**config.mk**
```make
export PLATFORM = sky130hd
export DESIGN_NAME = trace_fill_counter
export DESIGN_NICKNAME = d
export VERILOG_FILES = /design/src/rtl/trace_fill_counter.sv
export SDC_FILE = /design/constraint.sdc
export NUM_CORES = 2
export LEC_CHECK = 0
export BUFFER_PORTS_ARGS = -buffer_cell sky130_fd_sc_hd__buf_2
export CELL_PAD_IN_SITES_DETAIL_PLACEMENT = 0
export CELL_PAD_IN_SITES_GLOBAL_PLACEMENT = 1
export CORE_ASPECT_RATIO = 0.9
export CORE_MARGIN = 2
export CORE_UTILIZATION = 40
export DETAILED_ROUTE_END_ITERATION = 10
export GPL_ROUTABILITY_DRIVEN = 0
export PLACE_DENSITY = 0.71
export SKIP_CTS_REPAIR_TIMING = 1
export SYNTH_ARGS = -nofsm -noshare
export SYNTH_HDL_FRONTEND = slang
export SYNTH_SLANG_ARGS = --single-unit
```
**constraint.sdc**
```tcl
create_clock -name clk -period 4 [get_ports clk]
set_input_delay 0.8 -clock clk [delete_from_list [all_inputs] [get_ports clk]]
set_output_delay 0.8 -clock clk [all_outputs]
set_load 0.1 [all_outputs]
```
**src/rtl/trace_fill_counter.sv**
```systemverilog
module trace_fill_counter #(
  parameter int LINE_IDX_W = 6,
  parameter int HALF_W     = 32,
  parameter int MID_POST   = 2 ** LINE_IDX_W
) (
  input  logic                    clk,
  input  logic                    por_n,
  input  logic                    sys_rst_n,
  input  logic                    arm_wr,
  input  logic [1:0]              align_sel,
  input  logic                    trig,
  input  logic                    tw_valid,
  input  logic [HALF_W-1:0]       tw_data,
  input  logic [LINE_IDX_W-1:0]   rd_idx,
  output logic [2*HALF_W-1:0]     rd_line,
  output logic [LINE_IDX_W:0]     fill_cnt,
  output logic                    full,
  output logic                    armed
);
  localparam int LINES  = 2 ** LINE_IDX_W;
  localparam int CNT_W  = LINE_IDX_W + 1;
  localparam int LINE_W = 2 * HALF_W;
  localparam int PW     = $clog2(MID_POST + 1);
  localparam logic [1:0] AL_MID = 2'd1, AL_BEGIN = 2'd2;

  logic [CNT_W-1:0]  cnt_q;
  logic              full_q, armed_q, tseen_q;
  logic [PW-1:0]     post_q;
  logic [LINE_W-1:0] buf_q [LINES];

  wire live      = por_n & sys_rst_n & ~arm_wr & armed_q;
  wire trig_now  = tseen_q | trig;
  wire accept    = live & tw_valid & ((align_sel != AL_BEGIN) | trig_now);
  wire wrap      = accept & (&cnt_q);
  wire post_done = accept & trig_now & (post_q == PW'(MID_POST - 1));
  wire stop      = (align_sel == AL_MID)   ? post_done :
                   (align_sel == AL_BEGIN) ? wrap : trig;

  always_ff @(posedge clk) begin
    if (!por_n) begin
      cnt_q <= '0; full_q <= 1'b0; armed_q <= 1'b0; tseen_q <= 1'b0; post_q <= '0;
    end else if (!sys_rst_n) begin
      armed_q <= 1'b0; tseen_q <= 1'b0; post_q <= '0;
    end else if (arm_wr) begin
      cnt_q <= '0; full_q <= 1'b0; armed_q <= 1'b1; tseen_q <= 1'b0; post_q <= '0;
    end else if (armed_q) begin
      if (accept) cnt_q <= cnt_q + 1'b1;
      if (wrap) full_q <= 1'b1;
      if (trig) tseen_q <= 1'b1;
      if (accept && trig_now) post_q <= post_q + 1'b1;
      if (stop) armed_q <= 1'b0;
    end
  end

  always_ff @(posedge clk) begin
    if (accept) begin
      if (cnt_q[0]) buf_q[cnt_q[CNT_W-1:1]][LINE_W-1:HALF_W] <= tw_data;
      else          buf_q[cnt_q[CNT_W-1:1]][HALF_W-1:0]      <= tw_data;
    end
    rd_line <= buf_q[rd_idx];
  end

  assign fill_cnt = cnt_q;
  assign full     = full_q;
  assign armed    = armed_q;

  p_step_r1: assert property (@(posedge clk) disable iff (!por_n)
    (sys_rst_n && !arm_wr && armed && tw_valid && align_sel != AL_BEGIN)
      |=> fill_cnt == $past(fill_cnt) + 1'b1);

  p_idle_hold_r2: assert property (@(posedge clk) disable iff (!por_n)
    (!armed && !arm_wr) |=> $stable(fill_cnt) && $stable(full) && !armed);

  p_wrap_r3: assert property (@(posedge clk) disable iff (!por_n)
    (accept && fill_cnt == '1) |=> full && fill_cnt == '0);

  p_full_sticky_r3: assert property (@(posedge clk) disable iff (!por_n)
    (full && !arm_wr) |=> full);

  p_end_trig_r4: assert property (@(posedge clk) disable iff (!por_n)
    (armed && sys_rst_n && !arm_wr && trig && (align_sel == 2'd0 || align_sel == 2'd3))
      |=> !armed);

  p_begin_stop_r6: assert property (@(posedge clk) disable iff (!por_n)
    (accept && align_sel == AL_BEGIN && fill_cnt == '1) |=> !armed);

  p_arm_r7: assert property (@(posedge clk) disable iff (!por_n)
    (sys_rst_n && arm_wr) |=> armed && fill_cnt == '0 && !full);

  p_por_r8: assert property (@(posedge clk)
    !por_n |=> fill_cnt == '0 && !full && !armed);

  p_sysrst_r9: assert property (@(posedge clk) disable iff (!por_n)
    !sys_rst_n |=> !armed && $stable(fill_cnt) && $stable(full));
endmodule

```
**Word level (Yosys, flattened, before mapping)**

Memory sizes are Yosys's and may differ from the RTL's. A register that Yosys moved wholly into a read port is not among the register bits.
Cells that the tools add are included.

- $add $sub $neg: 2
- Multiply operators: 0
- Div/mod/pow operators: 0
- $lt $le $gt $ge: 0
- Equality and inequality tests: 4
- Shift-type cells: 0
- Muxes and demuxes: 17
- Bitwise gates (word level): 13
- Reduce and logical (&&, ||, !) cells: 11

Operator list:

| cell | number |
|---|---|
| $mux W7 | 3 |
| $add A7 B1 Y7 const B | 2 |
| $mux W1 | 14 |
| $and A1 B1 Y1 | 8 |
| $eq A7 B6 Y1 const B | 1 |
| $reduce_and A7 Y1 | 1 |
| $reduce_and A2 Y1 | 3 |
| $reduce_and A3 Y1 | 2 |
| $reduce_bool A2 Y1 | 3 |
| $not A1 Y1 | 3 |
| $reduce_or A3 Y1 | 1 |
| $eq A2 B1 Y1 const B | 1 |
| $eq A2 B2 Y1 const B | 1 |
| $ne A2 B2 Y1 const B | 1 |
| $or A1 B1 Y1 | 2 |
| $logic_and A1 B1 Y1 | 1 |

- Flip-flop bits (word level): 17
- Bits in latches: 0
- Bits in writable memories: 4096
- ROM bits: 0
- Input port bits: 46
- Output and inout port bits: 73
- Word-level logic and storage cells: 53
- Memories: 1

Memory list:

| name | words | bits a word | rd ports | clocked after Yosys merged registers in | write ports | RTL line | RTL |
|---|---|---|---|---|---|---|---|
| buf_q | 64 | 64 | 1 | 1 | 1 | 29 | `logic [LINE_W-1:0] buf_q [LINES];` |

**Longest topological paths before layout**

- Word-level depth: 11
- Depth in mapped cells: 11
- Gate-level depth less buffers: 5

**Worst setup path before layout**

Ideal clock, no wire load.

- Kind: reg2reg
- Start point: register armed_q (netlist: armed)
- End point: memory buf_q[0][0] in the netlist's numbering, enable pin
- Library setup time: 421 ps
- Arrival time: 3724 ps
- Slack: -146 ps
- Cell stages (with the launch flop): 6
- Buffers on the path: 0
- Cells stage by stage: dfxtp_1 nand2_1 nor3_1 nor3b_1 nand2_1 nor2_1

- Cells in the longest elaborated chain, start to end: 5

RTL lines:

| what | RTL line | RTL |
|---|---|---|
| start: declaration | 27 | `logic full_q, armed_q, tseen_q;` |
| start signal: assignment | 41 | `cnt_q <= '0; full_q <= 1'b0; armed_q <= 1'b0; tseen_q <= 1'b0; post_q <= '0;` |
| start signal: assignment | 43 | `armed_q <= 1'b0; tseen_q <= 1'b0; post_q <= '0;` |
| start signal: assignment | 45 | `cnt_q <= '0; full_q <= 1'b0; armed_q <= 1'b1; tseen_q <= 1'b0; post_q <= '0;` |
| $and A1 B1 Y1 | 31 | `wire live = por_n & sys_rst_n & ~arm_wr & armed_q;` |
| $and A1 B1 Y1 (2 in a row) | 33 | `wire accept = live & tw_valid & ((align_sel != AL_BEGIN) \| trig_now);` |
| $mux W1 | 56 | `if (accept) begin` |
| $mux W1 (implied by the code) | 58 | `else buf_q[cnt_q[CNT_W-1:1]][HALF_W-1:0] <= tw_data;` |
| end: declaration | 29 |  |

No other way between the ends.

**Worst setup path in the final report**

- Start point: register cnt_q[4] (netlist: fill_cnt[4])
- End point: memory buf_q[14][25] in the netlist's numbering, enable pin

RTL lines:

| what | RTL line | RTL |
|---|---|---|
| start: declaration | 26 | `logic [CNT_W-1:0] cnt_q;` |
| start signal: assignment | 47 | `if (accept) cnt_q <= cnt_q + 1'b1;` |

Straight into the memory's write port.

==> summary.md <==
| Metric | Value |
|---|---|
| Initial Util | 0.4013 |
| Hold Vio Cnt, Final | 0 |
| DRT Wirelength | 434.5 mm |
| Final worst-path setup slack | 795.9 ps |
| Synth top area share | 0.7763 |
| Dpl cells | 12500 |
| Reg-to-reg startpoint | fill_cnt[4] |
| Finished Layout Cells | 13270 |
| DR WL/cell | 32.75 µm |
| Fmax achieved | 312.1 MHz |
| Reg2reg path depth | 4 |
| Minimum clock period | 3204 ps |
| Library cells used by synthesis | 59 |
| Synth top area cells | edfxtp_1 (78%), mux4_2 (13%), mux2_2 (2.0%), o22ai_1 (1.3%), dfxtp_1 (1.0%) |
| Psw | 19.96 mW |
| CP required | 4580 ps |
| RSZ-0062 raised after global routing | false |
| Syn Inst Count | 7014 |
| CP max FO | 29 |
| Core area | 394900 µm² |
| Yosys top cell by area | edfxtp_1 |
| Worst-path clk slew | 60 ps |
| Clock root cell | clkbuf_16 |
| Cell area after layout | 183100 µm² |
| Final setup viols | 0 |
| Internal Pwr Total | 70.85 mW |
| Hold Path Sink | fill_cnt[1] |
| TritonCTS Sinks | 4177 |
| Critical path, cell by cell | nor2b_1, nand2_1, nor2_4, buf_12 |
| Sw frac | 0.2198 |
| Worst-Skew Late Latency | 960 ps |
| Logic pwr share | 0.055 |
| Worst slew margin | 0.04443 |
| Ys async rst share | 0 |
| CTS tree | yes |
| Vias in the first global route | 78040 |
| Post-synthesis register bit count | 4177 |
| Pin count of the biggest net entering global routing | 119 |
| Max VDD drop | 431.7 µV |
| Register area share after synthesis | 0.7865 |
| Part of the cycle the worst path needs | 0.8010 |
| First-pass GRT wire length | 605.5 mm |
| CP max-delay cell | dfxtp_1 |
| Core Util, Final | 0.4638 |
| Crit path launch | fill_cnt[4] |
| Post-synth EDFFs | 4096 |
| Layout cells sized above 1 | 0.3156 |
| Yosys Warn Count | 0 |
| Syn-to-layout area delta | 15.57% |
| Clock share of power | 0.412 |
| Fin nets | 7650 |
| HP Start | por_n |
| Residual DRC | 0 |
| Leakage | 56.90 nW |
| H-tree depth | 5 |
| RR Endpoint | buf_q[14][25] |
| Total GRT Usage | 0.2124 |
| CTS buffer count | 405 |
| R2r setup slk | 800 ps |
| Avg Cell Area, Syn | 22.59 µm² |
| CTS Buffer Depth | 4 |
| Status | completed |
| Slew Viols, Final | 0 |
| Critical path class | register to register |
| Synth Flop Type | edfxtp_1 |
| DP Area | 170100 µm² |
| Die Ht | 601.1 µm |
| Port bufs | 118 |
| IO Pins | 119 |
| Reg power frac | 0.533 |
| Pwr Density | 495.9 nW/µm² |
| Hold WC Path Type | input pin to register |
| Critical path arrival | 3780 ps |
| Hold WS | 149.1 ps |
| Worst setup EP type | register |
| Detailed Routing Iterations Pass 1 | 5 |
| Pre-CTS setup slack | -51.87 ps |
| Syn Nets | 7062 |
| DR vias/cell | 5.928 |
| Register area | 124600 µm² |
| Std cell rows | 219 |
| Slew @ Worst Pin | 1420 ps |
| Slowest stage delay, CP | 740 ps |
| Via count | 78650 |
| Die X | 667.4 µm |
| Footprint of the multi-input gates | 32490 µm² |
| Critical Path Source Type | register |
| Hpwl dp | 252.2 mm |
| Clk_skew | 74.12 ps |
| Mapped Area | 158400 µm² |
| Filler cells | 32060 |
| Antenna viol nets, final | 0 |
| Hold path depth | 2 |
| DRT iter0 DRCs | 10590 |
| GRT Residual Overflow | 0 |
| Maxcap violations | 0 |
| Initial antenna violation count | 40 |
| Die ar. | 401200 µm² |
[cell usage in the layout (no fill, tap or decap), types with 11 or more instances in the layout]
cell / instances
a32oi_1: 12
o22ai_1: 322
dfxtp_1: 81
nand2_1: 103
clkinv_1: 80
clkbuf_16: 414
o221a_2: 13
a311oi_1: 18
buf_2: 81
o22a_1: 37
and2_1: 29
clkinvlp_4: 11
buf_4: 316
diode_2: 15
a21o_1: 17
mux2_2: 287
or4_1: 35
clkinv_2: 86
clkbuf_1: 86
mux2i_1: 151
nor2_1: 67
o221ai_1: 37
nor3_1: 20
bufinv_16: 25
edfxtp_1: 4096
clkbuf_8: 30
nor4_1: 36
mux4_2: 888
a21oi_1: 47
nor2_4: 128
a211oi_1: 49
buf_12: 173
o21ai_0: 11
[cells by family after synthesis]
group / count (synthesis) / share of synthesized area
multiplexers: 1327 / 0.1562
AND/OR/NAND/NOR: 497 / 0.01540
XOR/XNOR: 11 / 0.0006081
AO/OA/AOI/OAI: 596 / 0.02604
buffers and inverters: 404 / 0.01506
adder cells (fa/ha/maj): 2 / 0.0001579
flip-flops: 4177 / 0.7865
[area by class of cell]
class / instances / area share
sequential: 4177 / 0.6806
antenna: 15 / 0.0002050
clock inverter: 225 / 0.01045
inverter: 12 / 0.0002733
clock buffer: 529 / 0.06052
multi-input combinational: 2433 / 0.1774
tap: 5304 / 0.03624
timing repair buffer: 573 / 0.03432
[metal layers]
layer | GRT usage | part of all wire
met3 | 0.03320 | 0.092
met4 | 0.07604 | 0.039
met5 | 0 | 0.00015
met2 | 0.3409 | 0.48
met1 | 0.2958 | 0.39
[Yosys cell counts (all sizes together) (5+ instances only)]
| master | n |
|---|---|
| edfxtp | 4096 |
| mux4 | 888 |
| o22ai | 322 |
| buf | 320 |
| mux2 | 288 |
| nor2 | 195 |
| mux2i | 151 |
| nand2 | 112 |
| dfxtp | 81 |
| clkbuf | 72 |
| a211oi | 50 |
| a21oi | 47 |
| nor4 | 39 |
| o221ai | 37 |
| o22a | 37 |
| or4 | 35 |
| and2 | 30 |
| nor3 | 21 |
| a311oi | 18 |
| a21o | 17 |
| o221a | 17 |
| nand3 | 16 |
| a32oi | 12 |
| inv | 12 |
| o21ai | 11 |
| a22oi | 10 |
| xor2 | 9 |
| nand4 | 8 |
| nor2b | 8 |
| nand4bb | 6 |
| nand2b | 5 |
[registers in the layout (all words and copies together) (netlist names)]
register and flops:
fill_cnt 7, tseen_q 1, armed 1, post_q 7, buf_q 4096, rd_line 64
full 1
[metrics by stage]
| step | setup TNS (ps) | power (mW) |
|---|---|---|
| CTS | 0 | 91.35 |
| global placement | -153.6 | 54.27 |
| global route | 0 | 93.09 |
| detailed placement | -71.85 | 54.34 |
| floorplan | -149060 | 51.93 |
| finish | 0 | 90.81 |
[critical path: cells and delay by family (launching register included)]
| family | cells | cell delay [ps] |
|---|---|---|
| simple gates | 3 | 1760 |
| flops | 1 | 740 |
| buf+inv | 1 | 310 |
[worst max path at each step]
stage                     to
2_1_floorplan    buf_q[0][0]
3_3_place_gp     rd_line[18]
3_5_place_dp     rd_line[17]
4_1_cts          rd_line[18]
5_1_grt          rd_line[18]
6_report       buf_q[14][25]
[power groups by stage]
stage	combinational (mW)	clock [mW]	sequential, mW
after global routing	5.16	39.5	48.4
after detailed placement	4.99	0	49.4
after floorplan	2.13	0	49.8
final	4.96	37.4	48.4
after global placement	4.91	0	49.4
after CTS	5.00	37.9	48.4
Note: power is estimated with default switching activity, not from simulation.
